[src/rtl/rrd_pkg.sv]
package rrd_pkg;
  localparam int ADDR_W   = 4;   // codec address field, low bits of extended word
  localparam int EVT_BIT  = 4;   // event flag position in extended word
  localparam int WORD_W   = 32;

  typedef struct packed {
    logic [WORD_W-1:0] resp;
    logic [WORD_W-1:0] ext;
  } rrd_entry_t;
endpackage

[src/rtl/rrd_classify.sv]
module rrd_classify
  import rrd_pkg::*;
#(
  parameter int NCODEC = 8
) (
  input  logic              take,
  input  logic [ADDR_W:0]   tag,
  input  logic [NCODEC-1:0] busy,
  output logic [ADDR_W-1:0] addr,
  output logic              go_evt,
  output logic              go_sol,
  output logic              go_bad,
  output logic              go_orph
);
  logic addr_ok;
  logic pending;

  assign addr    = tag[ADDR_W-1:0];
  assign addr_ok = int'(addr) < NCODEC;

  always_comb begin
    pending = 1'b0;
    for (int g = 0; g < NCODEC; g++) begin
      if (addr == ADDR_W'(g)) pending = busy[g];
    end
  end

  // priority: bad address, then event flag, then solicited match
  assign go_bad  = take && !addr_ok;
  assign go_evt  = take && addr_ok && tag[EVT_BIT];
  assign go_sol  = take && addr_ok && !tag[EVT_BIT] && pending;
  assign go_orph = take && addr_ok && !tag[EVT_BIT] && !pending;
endmodule

[src/rtl/rrd_codec_track.sv]
module rrd_codec_track
  import rrd_pkg::*;
#(
  parameter int NCODEC = 8,
  parameter int CNT_W  = 4
) (
  input  logic              clk,
  input  logic              rst_n,
  input  logic              inc_en,
  input  logic [ADDR_W-1:0] inc_addr,
  input  logic              dec_en,
  input  logic [ADDR_W-1:0] dec_addr,
  input  logic [WORD_W-1:0] dec_data,
  input  logic [ADDR_W-1:0] rd_sel,
  output logic [WORD_W-1:0] rd_data,
  output logic [NCODEC-1:0] busy
);
  logic [WORD_W-1:0] result_q [NCODEC];

  for (genvar g = 0; g < NCODEC; g++) begin : g_codec
    logic [CNT_W-1:0] cnt_q;
    logic inc_hit, dec_hit;

    assign inc_hit = inc_en && (inc_addr == ADDR_W'(g));
    assign dec_hit = dec_en && (dec_addr == ADDR_W'(g));
    assign busy[g] = cnt_q != '0;

    always_ff @(posedge clk or negedge rst_n) begin
      if (!rst_n) begin
        cnt_q       <= '0;
        result_q[g] <= '0;
      end else begin
        case ({inc_hit, dec_hit})
          2'b10:   cnt_q <= cnt_q + 1'b1;
          2'b01:   cnt_q <= cnt_q - 1'b1;
          default: cnt_q <= cnt_q;
        endcase
        if (dec_hit) result_q[g] <= dec_data;
      end
    end

    // a matched answer is only taken while the codec has work outstanding
    assert_dec_needs_pending_R7: assert property (@(posedge clk) disable iff (!rst_n)
      dec_hit |-> cnt_q != '0);
  end

  always_comb begin
    rd_data = '0;
    for (int g = 0; g < NCODEC; g++) begin
      if (rd_sel == ADDR_W'(g)) rd_data = result_q[g];
    end
  end
endmodule

[src/rtl/rrd_evt_fifo.sv]
module rrd_evt_fifo #(
  parameter int DEPTH = 16,
  parameter int W     = 64
) (
  input  logic         clk,
  input  logic         rst_n,
  input  logic         push,
  input  logic [W-1:0] push_data,
  output logic         out_valid,
  input  logic         out_ready,
  output logic [W-1:0] out_data,
  output logic         drop
);
  localparam int AW = (DEPTH > 1) ? $clog2(DEPTH) : 1;

  logic [W-1:0]  mem [DEPTH];
  logic [AW-1:0] wr_a, rd_a;
  logic [AW:0]   cnt;
  logic          full, push_ok, pop;

  assign full      = cnt == (AW+1)'(DEPTH);
  assign push_ok   = push && !full;
  assign out_valid = cnt != '0;
  assign pop       = out_valid && out_ready;
  assign out_data  = mem[rd_a];

  always_ff @(posedge clk) begin
    if (push_ok) mem[wr_a] <= push_data;
  end

  always_ff @(posedge clk or negedge rst_n) begin
    if (!rst_n) begin
      wr_a <= '0;
      rd_a <= '0;
      cnt  <= '0;
      drop <= 1'b0;
    end else begin
      drop <= push && full;
      if (push_ok) wr_a <= (wr_a == AW'(DEPTH-1)) ? '0 : wr_a + 1'b1;
      if (pop)     rd_a <= (rd_a == AW'(DEPTH-1)) ? '0 : rd_a + 1'b1;
      case ({push_ok, pop})
        2'b10:   cnt <= cnt + 1'b1;
        2'b01:   cnt <= cnt - 1'b1;
        default: cnt <= cnt;
      endcase
    end
  end

  assert_no_overflow_R10: assert property (@(posedge clk) disable iff (!rst_n)
    (push && full) |=> drop);
  assert_depth_bound_R10: assert property (@(posedge clk) disable iff (!rst_n)
    (full && !pop) |=> $stable(rd_a));
endmodule

[src/rtl/resp_ring_dispatch.sv]
module resp_ring_dispatch
  import rrd_pkg::*;
#(
  parameter int NCODEC    = 8,
  parameter int CNT_W     = 4,
  parameter int PTR_W     = 8,
  parameter int WP_W      = 16,
  parameter int EVQ_DEPTH = 16
) (
  input  logic              clk,
  input  logic              rst_n,
  input  logic [WP_W-1:0]   hw_wp,
  input  logic              ptr_clear,
  output logic              fetch_valid,
  output logic [PTR_W-1:0]  fetch_idx,
  input  logic              fetch_ready,
  input  logic [WORD_W-1:0] fetch_resp,
  input  logic [WORD_W-1:0] fetch_ext,
  input  logic              cmd_valid,
  input  logic [ADDR_W-1:0] cmd_addr,
  output logic [NCODEC-1:0] busy,
  input  logic [ADDR_W-1:0] res_sel,
  output logic [WORD_W-1:0] res_data,
  output logic              evt_valid,
  input  logic              evt_ready,
  output logic [WORD_W-1:0] evt_resp,
  output logic [WORD_W-1:0] evt_ext,
  output logic              resp_irq,
  output logic              bad_addr_err,
  output logic              orphan_err,
  output logic              evt_drop
);
  localparam logic [PTR_W-1:0] PTR_ONE = PTR_W'(1);
  localparam int               ENT_W   = 2 * WORD_W;

  logic [PTR_W-1:0]  rd_ptr;
  logic              wp_dead, take;
  logic [ADDR_W-1:0] ent_addr;
  logic              go_evt, go_sol, go_bad, go_orph;
  rrd_entry_t        in_ent, head_ent;
  logic [ENT_W-1:0]  head_flat;

  assign wp_dead     = hw_wp == {WP_W{1'b1}};
  assign fetch_valid = !wp_dead && !ptr_clear && (rd_ptr != hw_wp[PTR_W-1:0]);
  assign fetch_idx   = rd_ptr + PTR_ONE;
  assign take        = fetch_valid && fetch_ready;

  always_ff @(posedge clk or negedge rst_n) begin
    if (!rst_n) begin
      rd_ptr       <= '0;
      resp_irq     <= 1'b0;
      bad_addr_err <= 1'b0;
      orphan_err   <= 1'b0;
    end else begin
      if (ptr_clear)  rd_ptr <= '0;
      else if (take)  rd_ptr <= fetch_idx;
      resp_irq     <= take;
      bad_addr_err <= go_bad;
      orphan_err   <= go_orph;
    end
  end

  rrd_classify #(.NCODEC(NCODEC)) u_cls (
    .take    (take),
    .tag     (fetch_ext[ADDR_W:0]),
    .busy    (busy),
    .addr    (ent_addr),
    .go_evt  (go_evt),
    .go_sol  (go_sol),
    .go_bad  (go_bad),
    .go_orph (go_orph)
  );

  rrd_codec_track #(.NCODEC(NCODEC), .CNT_W(CNT_W)) u_trk (
    .clk      (clk),
    .rst_n    (rst_n),
    .inc_en   (cmd_valid),
    .inc_addr (cmd_addr),
    .dec_en   (go_sol),
    .dec_addr (ent_addr),
    .dec_data (fetch_resp),
    .rd_sel   (res_sel),
    .rd_data  (res_data),
    .busy     (busy)
  );

  assign in_ent.resp = fetch_resp;
  assign in_ent.ext  = fetch_ext;

  rrd_evt_fifo #(.DEPTH(EVQ_DEPTH), .W(ENT_W)) u_evq (
    .clk       (clk),
    .rst_n     (rst_n),
    .push      (go_evt),
    .push_data (in_ent),
    .out_valid (evt_valid),
    .out_ready (evt_ready),
    .out_data  (head_flat),
    .drop      (evt_drop)
  );

  assign head_ent = head_flat;
  assign evt_resp = head_ent.resp;
  assign evt_ext  = head_ent.ext;

  assert_single_route_R4: assert property (@(posedge clk) disable iff (!rst_n)
    $onehot0({go_evt, go_sol, go_bad, go_orph}));
  assert_irq_per_entry_R9: assert property (@(posedge clk) disable iff (!rst_n)
    take |=> resp_irq);
  assert_ptr_step_R2: assert property (@(posedge clk) disable iff (!rst_n)
    (take && !ptr_clear) |=> rd_ptr == $past(fetch_idx));
  assert_dead_wp_hold_R3: assert property (@(posedge clk) disable iff (!rst_n)
    (wp_dead && !ptr_clear) |=> $stable(rd_ptr));
endmodule

[config.mk]
export PLATFORM = sky130hd
export DESIGN_NAME = resp_ring_dispatch
export DESIGN_NICKNAME = d
export VERILOG_FILES = /design/src/rtl/rrd_pkg.sv /design/src/rtl/rrd_classify.sv /design/src/rtl/rrd_codec_track.sv /design/src/rtl/rrd_evt_fifo.sv /design/src/rtl/resp_ring_dispatch.sv
export SDC_FILE = /design/constraint.sdc
export NUM_CORES = 1
export LEC_CHECK = 0
export BUFFER_PORTS_ARGS = -buffer_cell sky130_fd_sc_hd__buf_4
export CAP_MARGIN = 20
export CORE_MARGIN = 2
export CORE_UTILIZATION = 65
export DETAILED_ROUTE_END_ITERATION = 10
export PLACE_DENSITY = 0.89
export SLEW_MARGIN = 20
export SYNTH_ARGS = -nofsm -noshare
export SYNTH_HDL_FRONTEND = slang
export SYNTH_SLANG_ARGS = --single-unit
[constraint.sdc]
create_clock -name clk -period 12.5 [get_ports clk]
set_input_delay 1.25 -clock clk [delete_from_list [all_inputs] [get_ports clk]]
set_output_delay 1.25 -clock clk [all_outputs]
set_load 0.01 [all_outputs]
==> flow_results.org <==
** Final layout
- Final #Nets :: 3074
- Summing all non-filler instances in the final layout gives an area of 0.0617 mm^2.
- Commonest cells after routing, fill and taps aside :: edfxtp_1 (1024), mux4_2 (328), dfrtp_1 (309), buf_4 (247), mux2_4 (182)
- Register area :: 0.0386 mm^2
- Cells with a size suffix above 1 make up 33.2% of the layout.
- Final core utilization :: 74.1%
- Compared with the post-synthesis result, the final layout area differs by 13.2%.
- Fillers :: 4413
- Leading cell type in the layout, fill and taps excluded :: edfxtp_1
- Total area of multi-input combinational cells :: 0.0152 mm^2

** Power
- Largest voltage drop on the vdd net :: 0.206 mV
- Pwr Total :: 12.2 mW
- Power Dens Cells :: 197 mW/mm^2
- Pleak :: 23.2 nW

** Synth
- Counting every net in the synthesized netlist gives 2825.
- Number of warnings issued by yosys :: 0
- Of the synthesized area, sequential elements account for 70.8%.
- Synthesized instance count :: 2688
- Top cell type's share of synthesized area :: 56.4%
- Synthesized area :: 0.0545 mm^2
- A synthesized cell averages 20.3 um^2.
- By area the synthesized netlist is led by edfxtp_1 (56%), dfrtp_1 (14%), mux4_2 (14%), mux2_4 (5.0%), mux2_1 (1.5%).
- The netlist uses 57 different library cells.
- After synthesis, the share of flip-flops with an asynchronous set or reset is 23.4%.
- Yosys mapped a number of flops with a built-in enable equal to 1024.
- The largest total area in the synthesized netlist belongs to edfxtp_1.
- Yosys reg bits :: 1337
- The most used flip-flop cell after synthesis is edfxtp_1.

** Place
- Placed instance area :: 0.0572 mm^2
- Detailed placement ended at an HPWL of 70100 um.
- Gpl congestion :: 0.804
- Port buffering added 211 buffers.
- At the placement stage, the worst setup path has a slack of 7.15 ns.

** GRT
- Via count of the first global-routing pass :: 30233
- GRT Total Usage :: 32.6%
- First-pass GRT wire length :: 203000 um
- The total overflow left after global routing is 0.
- Pin count of the biggest net entering global routing :: 187
- The number of antenna violations at the first check in global routing came to 1.

** Flow run
- Max cap viols :: 0

** Floorplan
- Die area :: 0.0862 mm^2
- I/O pin cnt :: 212
- Core Region :: 0.0833 mm^2
- Once the floorplan was initialized, standard cells occupied 65.4% of the core.
- Number of core rows :: 106
- From bottom edge to top edge, the die measures 294 um.
- In this run the horizontal extent of the chip is 294 um.

** Setup path
- Startpoint types :: flip-flop
- Category of the most critical setup path :: flip-flop to primary output
- STA puts the critical path data arrival time at 4.69 ns.
- Data on the critical path is required at its endpoint by 11.25 ns.
- STA classifies the critical path endpoint as a primary output.
- Along the worst path, the maximum fanout reaches 80.

** STA
- Setup repair after global routing left no endpoint under its margin.
- The final-report max-slew violation count is 0.
- Static timing analysis puts the maximum clock frequency at 168 MHz.
- Time the final worst path needs with I/O delays and setup :: 5.94 ns
- Between clock sinks in the finished design, the worst skew comes to 0.0320 ns.
- The final critical path takes up 47.6% of the cycle.
- Setup_tns :: 0 ns
- At the pin with the least slew margin, the transition time is 1.16 ns.
- Number of endpoints failing setup at the final stage :: 0
- Worst max-slew margin expressed relative to the limit :: 22.4%
- Across all setup checks in the final design, the least slack found is 6.56 ns.
- Number of endpoints with negative hold slack in the final report :: 0

** Clocking
- TritonCTS clock tree :: yes
- The later pin in the worst-skew pair is clocked with a latency of 0.72 ns.
- Max clock buf depth :: 3
- After clock tree synthesis, the clock-pin slew on the worst setup and hold paths is 0.06 ns.
- Once the clock tree was built, the setup fixing pass inserted 0 buffers.
- H-tree depth reported by CTS :: 4
- TritonCTS Sinks :: 1337
- Buffers inserted during clock tree synthesis total 135.
- Post-CTS repair changed the size of 0 cells.
- Buffers inserted to repair hold after CTS numbered 0.
- The cell sitting at the root of the clock tree is a clkbuf_16.

** Routing
- Number of design rule violations left after detail routing :: 0
- Before antenna repair, the detailed router went through 6 iterations.
- After the first detailed-routing iteration, the DRC count stood at 3403.
- Drt via density :: 6.91
- In the final routed layout, each cell accounts on average for 33.2 um.
- Number of nets with antenna violations after routing :: 0
- Total wire length after detailed routing :: 137000 um
- The routed layout has 28541 vias.

** Worst hold path
- Worst hold-check path type :: flip-flop to flip-flop

** Status
- The flow ran to the end, and the final reports show no timing, DRC or antenna violations.
==> path summary, 6_finish.rpt <==
| kind | to | slack (ns) | cells past startpoint | from |
|---|---|---|---|---|
| worst max-delay path | evt_ext[25] | 6.56 | 5 | u_evq.rd_a[1]$_DFFE_PN0P_ |
| worst min register to register | u_trk.g_codec[7].cnt_q[3]$_DFFE_PN0P_ | 0.47 | 1 | u_trk.g_codec[7].cnt_q[3]$_DFFE_PN0P_ |
| worst min-delay path | u_trk.g_codec[7].cnt_q[3]$_DFFE_PN0P_ | 0.47 | 1 | u_trk.g_codec[7].cnt_q[3]$_DFFE_PN0P_ |
| worst max register to register | u_evq.mem[13][56]$_DFFE_PP_ | 8.33 | 9 | rd_ptr[0]$_DFFE_PN0P_ |
| max in group asynchronous | resp_irq$_DFF_PN0_ | 10.24 | 3 | rst_n |
| min in group asynchronous | u_trk.result_q[76]$_DFFE_PN0P_ | 0.62 | 1 | rst_n |
==> layer usage <==
metal  track usage, %  vias to the layer above  part of all wire, %  routed length [um]
met3             5.60                      331                  8.0               10900
met2             55.9                     1785                   52               71700
met5                0                        -                    0                   0
met1             42.6                    15137                   36               49400
li1                 -                    11288                    -                   -
met4             11.5                        0                  3.7                5010
==> metrics by stage <==
stage / std cells / hold WS, ns
6_report: 4129 / 0.467
3_5_place_dp: 3879 / 0.457
5_1_grt: 4128 / 0.485
4_1_cts: 4126 / 0.467
3_3_place_gp: 3879 / 0.449
2_1_floorplan: 2688 / 0.435
==> layout make-up <==
| type | instances | share of cell area [%] |
|---|---|---|
| multi-input cells | 1167 | 24.6 |
| diodes | 2 | 0.00811 |
| inverters | 43 | 0.262 |
| clock buffers | 170 | 5.87 |
| well taps | 1080 | 2.19 |
| repair buffers | 253 | 3.19 |
| clock inverters | 77 | 1.30 |
| flip-flops and latches | 1337 | 62.6 |
==> logic make-up after synthesis <==
| logic type | share of synthesized area [%] |
|---|---|
| DFF | 70.8 |
| muxes | 20.9 |
| and+or+nand+nor | 2.25 |
| AOI/OAI and AO/OA | 2.53 |
| buffers and inverters | 1.57 |
| xor gates and xnor gates | 0.852 |
| adders and majority gates | 1.11 |
==> registers in the layout, summed over array words and instances (netlist names) <==
signal	cells
u_evq.cnt	5
u_evq.drop	1
bad_addr_err	1
resp_irq	1
u_evq.rd_a	4
rd_ptr	8
u_trk.g_codec.cnt_q	32
u_evq.wr_a	4
u_evq.mem	1024
orphan_err	1
u_trk.result_q	256
==> synthesized netlist by cell type, drive strengths merged (34+ instances only) <==
| cell | instances |
|---|---|
| mux4 | 328 |
| o21ai | 47 |
| mux2 | 263 |
| nand2 | 92 |
| clkbuf | 81 |
| inv | 43 |
| buf | 60 |
| dfrtp | 313 |
| ha | 34 |
| nor2 | 78 |
| mux2i | 34 |
| a21oi | 41 |
| edfxtp | 1024 |
==> power by group <==
part | internal [mW] | switching (mW) | total, mW
registers | 4.94 | 0.232 | 5.17
logic | 1.52 | 1.40 | 2.92
clock network | 2.31 | 1.76 | 4.07
total | 8.77 | 3.40 | 12.2
==> critical path, stage by stage, from the launching register on <==
cell and delay (ns):
dfrtp_4 0.91, buf_6 0.74, buf_4 0.95, mux4_2 0.47, mux4_2 0.52, buf_4 0.17
Power figures use the tool's default switching activity.
